==> config.mk <==
export PLATFORM = sky130hd
export DESIGN_NAME = serial_byte_ingest
export DESIGN_NICKNAME = d
export VERILOG_FILES = /design/src/rtl/sbi_pkg.sv /design/src/rtl/sbi_sync.sv /design/src/rtl/sbi_framer.sv /design/src/rtl/sbi_fifo.sv /design/src/rtl/serial_byte_ingest.sv
export SDC_FILE = /design/constraint.sdc
export NUM_CORES = 2
export LEC_CHECK = 0
export ABC_AREA = 1
export BUFFER_PORTS_ARGS = -buffer_cell sky130_fd_sc_hd__buf_4
export CORE_MARGIN = 3
export CORE_UTILIZATION = 45
export DETAILED_ROUTE_END_ITERATION = 16
export PLACE_DENSITY = 0.61
export SLEW_MARGIN = 20
export SYNTH_ARGS = -nofsm -noshare
export SYNTH_HDL_FRONTEND = slang
export SYNTH_SLANG_ARGS = --single-unit
==> constraint.sdc <==
create_clock -name clk -period 6.6 [get_ports clk]
set_input_delay 0.33 -clock clk [delete_from_list [all_inputs] [get_ports clk]]
set_output_delay 0.33 -clock clk [all_outputs]
set_load 0.01 [all_outputs]
==> src/rtl/sbi_pkg.sv <==
package sbi_pkg;

   // one sampled snapshot of the three host pins
   typedef struct packed {
      logic sck;
      logic frm;
      logic dat;
   } sbi_pins_t;

   localparam int unsigned SBI_BYTE_W = 8;

endpackage

==> src/rtl/sbi_sync.sv <==
module sbi_sync
   import sbi_pkg::*;
#(
   parameter int unsigned STAGES = 2
) (
   input  logic      clk,
   input  logic      rst_n,
   input  sbi_pins_t pins_i,
   output sbi_pins_t pins_o,
   output logic      sck_rise_o,
   output logic      frm_rise_o
);

   initial assert (STAGES >= 2) else $error("sbi_sync: STAGES must be at least 2");

   for (genvar g = 0; g < STAGES; g++) begin : g_stage
      sbi_pins_t q;
      if (g == 0) begin : g_first
         always_ff @(posedge clk or negedge rst_n) begin
            if (!rst_n) q <= '0;
            else        q <= pins_i;
         end
      end else begin : g_next
         always_ff @(posedge clk or negedge rst_n) begin
            if (!rst_n) q <= '0;
            else        q <= g_stage[g-1].q;
         end
      end
   end

   sbi_pins_t prev_q;

   always_ff @(posedge clk or negedge rst_n) begin
      if (!rst_n) prev_q <= '0;
      else        prev_q <= g_stage[STAGES-1].q;
   end

   assign pins_o     = g_stage[STAGES-1].q;
   assign sck_rise_o = g_stage[STAGES-1].q.sck & ~prev_q.sck;
   assign frm_rise_o = g_stage[STAGES-1].q.frm & ~prev_q.frm;

endmodule

==> src/rtl/sbi_framer.sv <==
module sbi_framer
   import sbi_pkg::*;
#(
   parameter int unsigned W = SBI_BYTE_W
) (
   input  logic         clk,
   input  logic         rst_n,
   input  logic         sck_rise_i,
   input  logic         frm_rise_i,
   input  logic         dat_i,
   output logic         byte_valid_o,
   output logic [W-1:0] byte_o
);

   localparam int unsigned BW = (W > 1) ? $clog2(W) : 1;
   localparam logic [BW-1:0] TOP_BIT = BW'(W - 1);

   logic          aligned_q;
   logic [BW-1:0] bit_cnt_q;
   logic [W-1:0]  shift_q;
   logic [W-1:0]  shift_nxt;

   assign shift_nxt = {shift_q[W-2:0], dat_i};

   always_ff @(posedge clk or negedge rst_n) begin
      if (!rst_n) begin
         aligned_q    <= 1'b0;
         bit_cnt_q    <= TOP_BIT;
         shift_q      <= '0;
         byte_valid_o <= 1'b0;
         byte_o       <= '0;
      end else begin
         byte_valid_o <= 1'b0;
         if (frm_rise_i) begin
            aligned_q <= 1'b1;
            bit_cnt_q <= TOP_BIT;
         end else if (sck_rise_i && aligned_q) begin
            shift_q <= shift_nxt;
            if (bit_cnt_q == '0) begin
               byte_valid_o <= 1'b1;
               byte_o       <= shift_nxt;
               bit_cnt_q    <= TOP_BIT;
            end else begin
               bit_cnt_q <= bit_cnt_q - 1'b1;
            end
         end
      end
   end

   assert_realign_R4: assert property (@(posedge clk) disable iff (!rst_n)
      frm_rise_i |=> (aligned_q && bit_cnt_q == TOP_BIT && !byte_valid_o));

   assert_no_byte_unaligned_R3: assert property (@(posedge clk) disable iff (!rst_n)
      !aligned_q |=> !byte_valid_o);

endmodule

==> src/rtl/sbi_fifo.sv <==
module sbi_fifo #(
   parameter int unsigned W     = 8,
   parameter int unsigned DEPTH = 256
) (
   input  logic                         clk,
   input  logic                         rst_n,
   input  logic                         push_i,
   input  logic [W-1:0]                 push_data_i,
   input  logic                         rd_ready_i,
   output logic                         rd_valid_o,
   output logic [W-1:0]                 rd_data_o,
   output logic [$clog2(DEPTH+1)-1:0]   count_o,
   output logic                         ovf_o
);

   localparam int unsigned AW = $clog2(DEPTH);
   localparam int unsigned CW = $clog2(DEPTH + 1);

   initial assert (DEPTH >= 2 && (DEPTH & (DEPTH - 1)) == 0)
      else $error("sbi_fifo: DEPTH must be a power of two");

   logic [W-1:0]  mem_q [DEPTH];
   logic [AW-1:0] wp_q, rp_q;
   logic [CW-1:0] cnt_q;
   logic          full, do_push, do_pop;

   assign full       = (cnt_q == CW'(DEPTH));
   assign rd_valid_o = (cnt_q != '0);
   assign do_push    = push_i && !full;
   assign do_pop     = rd_valid_o && rd_ready_i;
   assign rd_data_o  = mem_q[rp_q];
   assign count_o    = cnt_q;

   always_ff @(posedge clk) begin
      if (do_push) mem_q[wp_q] <= push_data_i;
   end

   always_ff @(posedge clk or negedge rst_n) begin
      if (!rst_n) begin
         wp_q  <= '0;
         rp_q  <= '0;
         cnt_q <= '0;
         ovf_o <= 1'b0;
      end else begin
         if (do_push) wp_q <= wp_q + 1'b1;
         if (do_pop)  rp_q <= rp_q + 1'b1;
         case ({do_push, do_pop})
            2'b10:   cnt_q <= cnt_q + 1'b1;
            2'b01:   cnt_q <= cnt_q - 1'b1;
            default: cnt_q <= cnt_q;
         endcase
         if (push_i && full) ovf_o <= 1'b1;
      end
   end

   assert_fill_up_R7: assert property (@(posedge clk) disable iff (!rst_n)
      (push_i && !full && !rd_ready_i) |=> (count_o == $past(count_o) + 1'b1));

   assert_no_overflow_R9: assert property (@(posedge clk) disable iff (!rst_n)
      (push_i && full && !rd_ready_i) |=> ($stable(count_o) && ovf_o));

   assert_ovf_sticky_R9: assert property (@(posedge clk) disable iff (!rst_n)
      ovf_o |=> ovf_o);

   assert_no_underflow_R6: assert property (@(posedge clk) disable iff (!rst_n)
      (!rd_valid_o && !push_i) |=> !rd_valid_o);

endmodule

==> src/rtl/serial_byte_ingest.sv <==
module serial_byte_ingest
   import sbi_pkg::*;
#(
   parameter int unsigned DEPTH       = 256,
   parameter int unsigned REQ_LEVEL   = 64,
   parameter int unsigned SYNC_STAGES = 2,
   localparam int unsigned CW         = $clog2(DEPTH + 1)
) (
   input  logic                  clk,
   input  logic                  rst_n,
   input  logic                  ser_sck_i,
   input  logic                  ser_frm_i,
   input  logic                  ser_dat_i,
   output logic                  req_n_o,
   output logic                  rd_valid_o,
   output logic [SBI_BYTE_W-1:0] rd_data_o,
   input  logic                  rd_ready_i,
   output logic [CW-1:0]         fill_o,
   output logic                  ovf_o
);

   initial assert (REQ_LEVEL >= 1 && REQ_LEVEL <= DEPTH)
      else $error("serial_byte_ingest: REQ_LEVEL out of range");

   sbi_pins_t             pins_raw, pins_s;
   logic                  sck_rise, frm_rise;
   logic                  byte_push;
   logic [SBI_BYTE_W-1:0] byte_data;

   assign pins_raw = '{sck: ser_sck_i, frm: ser_frm_i, dat: ser_dat_i};

   sbi_sync #(.STAGES(SYNC_STAGES)) u_sync (
      .clk        (clk),
      .rst_n      (rst_n),
      .pins_i     (pins_raw),
      .pins_o     (pins_s),
      .sck_rise_o (sck_rise),
      .frm_rise_o (frm_rise)
   );

   sbi_framer #(.W(SBI_BYTE_W)) u_framer (
      .clk          (clk),
      .rst_n        (rst_n),
      .sck_rise_i   (sck_rise),
      .frm_rise_i   (frm_rise),
      .dat_i        (pins_s.dat),
      .byte_valid_o (byte_push),
      .byte_o       (byte_data)
   );

   sbi_fifo #(.W(SBI_BYTE_W), .DEPTH(DEPTH)) u_fifo (
      .clk         (clk),
      .rst_n       (rst_n),
      .push_i      (byte_push),
      .push_data_i (byte_data),
      .rd_ready_i  (rd_ready_i),
      .rd_valid_o  (rd_valid_o),
      .rd_data_o   (rd_data_o),
      .count_o     (fill_o),
      .ovf_o       (ovf_o)
   );

   assign req_n_o = (fill_o >= CW'(REQ_LEVEL));

   assert_req_rise_R8: assert property (@(posedge clk) disable iff (!rst_n)
      $rose(req_n_o) |-> $past(byte_push));

   assert_req_fall_R8: assert property (@(posedge clk) disable iff (!rst_n)
      $fell(req_n_o) |-> $past(rd_valid_o && rd_ready_i));

endmodule

==> flow_summary.ini <==
[run_status]
status = finished clean

[cts]
cts-root-buf = clkbuf_16
cts_max_level = 4
cts.sinks = 2102
cts.clk_slew.worst_paths_ps = 60
clk_path_buf_depth = 3
cts_tree = built
postCtsSetupRepairBufs = 0
clock_latency_ps = 890
cts_made_buffers = 213

[yosys]
synth_top_area_share_pct = 69.7
syn_inst = 7986
yosysWarnings = 0
ys_seq_area_share_pct = 71.2
synth.most_common_cell = edfxtp_1
netlist_area_um2 = 88200
ys_ff_latch = 2102
synth_async_sr_flop_share_pct = 2.57
yosysTopAreaCell = edfxtp_1
synth_edf_count = 2048
synth_nets = 8008
synthTopCellsByCount = 2048 x edfxtp_1, 1917 x nand2_1, 1426 x nor2_1
ys_types = 37
synth_top_cells_by_area = edfxtp_1 70%, nand2_1 8.2%, nor2_1 6.1%
avgSynthCellArea_um2 = 11.0
synth_ff_type = edfxtp_1

[detailed_routing]
drt_iter0_markers = 7046
route.vias.total = 57852
wl_per_cell_um = 22.8
viasPerCell = 5.43
drc = 0
drtPass1Iterations = 6
ant_nets = 0
totalWireLength_um = 243000

[setup_path]
crit_fanout = 193
crit_required_ps = 6270
arrival_ps = 5420
worstSetupPathType = flip-flop to primary output
start_kind = flip-flop
reg2reg_depth = 8
crit_path_end_kind = primary output

[sta]
fin_crit_ps = 5750
hold_ws_ps = 116
setup_viol = 0
setup_tns_ps = 0
fmax_mhz = 174
rsz0062_at_grt = no
drv_slew = 0
post-route-period-util_pct = 87.1
finClkSkew_ps = 67.5
tightest_slew_ps = 1320
slew_headroom_pct = 12.2
finalHoldViolCount = 0

[place]
hpwl_um = 136000
port_buffers = 25
place_congestion = 0.844

[global_route]
grt_pass1_wl_um = 362000
grt_max_degree = 198
gr-total-overflow = 0
grt.total_usage_pct = 23.6
antenna_found_initial = 3
grt_pass1_vias = 55634

[floorplan]
rows = 161
chipWidth_um = 449
fp.dieH_um = 449
start_util_pct = 45.5
core_um2 = 194000
dieArea_um2 = 201000
ios = 26

[power_and_ir_drop]
vdd_drop_max_uv = 506
powerDensity_nw_per_um2 = 422
leakagePower_nw = 36.3

[layout]
fin_util_pct = 50.3
n_fill_cell = 17126
syn_to_final_growth_pct = 10.4
multiInputGateArea_um2 = 20900
drive_gt1_share_pct = 5.76
final-seq-area_um2 = 62900
fin_nets = 7879

[worst_hold_path]
hp-class = input port to async pin

[run]
maxCapViolCount = 0
[cell usage in the layout, fill, tap and decap left out, types with 10 or more instances in the layout]
cell / count
a21oi_1: 106
buf_12: 18
buf_4: 99
bufinv_16: 19
clkbuf_1: 42
clkbuf_16: 214
clkinv_1: 59
clkinv_16: 10
clkinv_2: 41
dfrtp_1: 40
dfrtp_4: 11
edfxtp_1: 2048
ha_1: 15
inv_1: 544
nand2_1: 1915
nand3_1: 527
nor2_1: 1425
o211ai_1: 150
o21ai_0: 571
o21ai_1: 98
xor2_1: 15
[critical path, stage by stage (launching register included)]
cell and delay [ps]:
dfrtp_4 700, inv_16 380, buf_12 480, buf_4 400
nand2_1 90, nand3_1 90, nand2_1 90, nand2_1 70
nand2_1 70, inv_1 50, a21oi_1 80, nor2_1 500
nand2_1 270, nand3_1 220, nand2_1 190, buf_4 190
[kinds of logic (layout without fill, tap and decap cells)]
family                     count (synthesis)  count (layout)  share of synthesized area (%)
and+or+nand+nor                         3899            3899                           17.5
xor gates and xnor gates                  18              18                          0.179
adders and majority gates                 16              16                          0.235
other                                      0               2                              0
AOI/OAI and AO/OA                        929             929                           5.71
buffers and inverters                   1022            1077                           5.10
DFF                                     2102            2102                           71.2
[cell type report]
class | count | area share [%]
sequential | 2102 | 64.6
multi-input combinational | 4862 | 21.5
clock buffer | 265 | 5.79
tap | 2608 | 3.35
inverter | 557 | 2.18
clock inverter | 134 | 1.45
timing repair buffer | 121 | 1.17
antenna | 2 | 0.00514
[stage by stage]
step | power, mW | std cells | cell area [µm²] | setup slack [ps]
2_1_floorplan | 24.5 | 7986 | 88200 | 2610
3_3_place_gp | 29.1 | 10245 | 90300 | 2140
5_1_grt | 43.1 | 10650 | 97400 | 742
3_5_place_dp | 29.2 | 10246 | 90300 | 2120
4_1_cts | 41.2 | 10649 | 97400 | 1160
6_report | 41.1 | 10651 | 97400 | 850
[registers in the layout (all words and copies together), names as in the netlist, 2 cells and up]
signal and flops:
u_framer.bit_cnt_q 3, u_fifo.mem_q 2048, u_framer.byte_o 8, u_fifo.wp_q 8
u_sync.prev_q 2, u_framer.shift_q 7, u_sync.g_stage.q 3, u_fifo.rp_q 8
u_fifo.count_o 9, u_sync.pins_o 3
[metal layers]
layer	global-route usage, %	vias to the layer above	wire (µm)
li1	-	26726	-
met1	33.1	28404	102000
met2	37.2	2324	113000
met3	3.89	398	18500
met4	8.77	0	8860
met5	0	-	0
[path summary, 6_finish.rpt]
path | start | endpoint | slack (ps)
worst max-delay path | u_fifo.rp_q[0] | rd_data_o[0] | 850
worst min-delay path | rst_n | u_fifo.count_o[5] | 120
worst max register to register | u_fifo.count_o[0] | u_fifo.mem_q[117][4] | 2610
worst min register to register | u_sync.g_stage[0].q[2] | u_sync.pins_o[2] | 350
max in group asynchronous | rst_n | u_framer.byte_o[7] | 5800
min in group clk | rd_ready_i | u_fifo.rp_q[0] | 130
[report_power, final]
part	leakage (nW)	internal, mW	switching [mW]
Combinational	13.0	3.51	10.1
Sequential	19.9	15.1	0.345
Clock	3.43	6.84	5.28
Total	36.3	25.4	15.7
[what timing repair did]
item / CTS / global route
hold buffers: 4 / 0
hold endpoints to repair: 54 / 0
resized for setup: 0 / 0
Note: power is estimated with default switching activity, not from simulation.
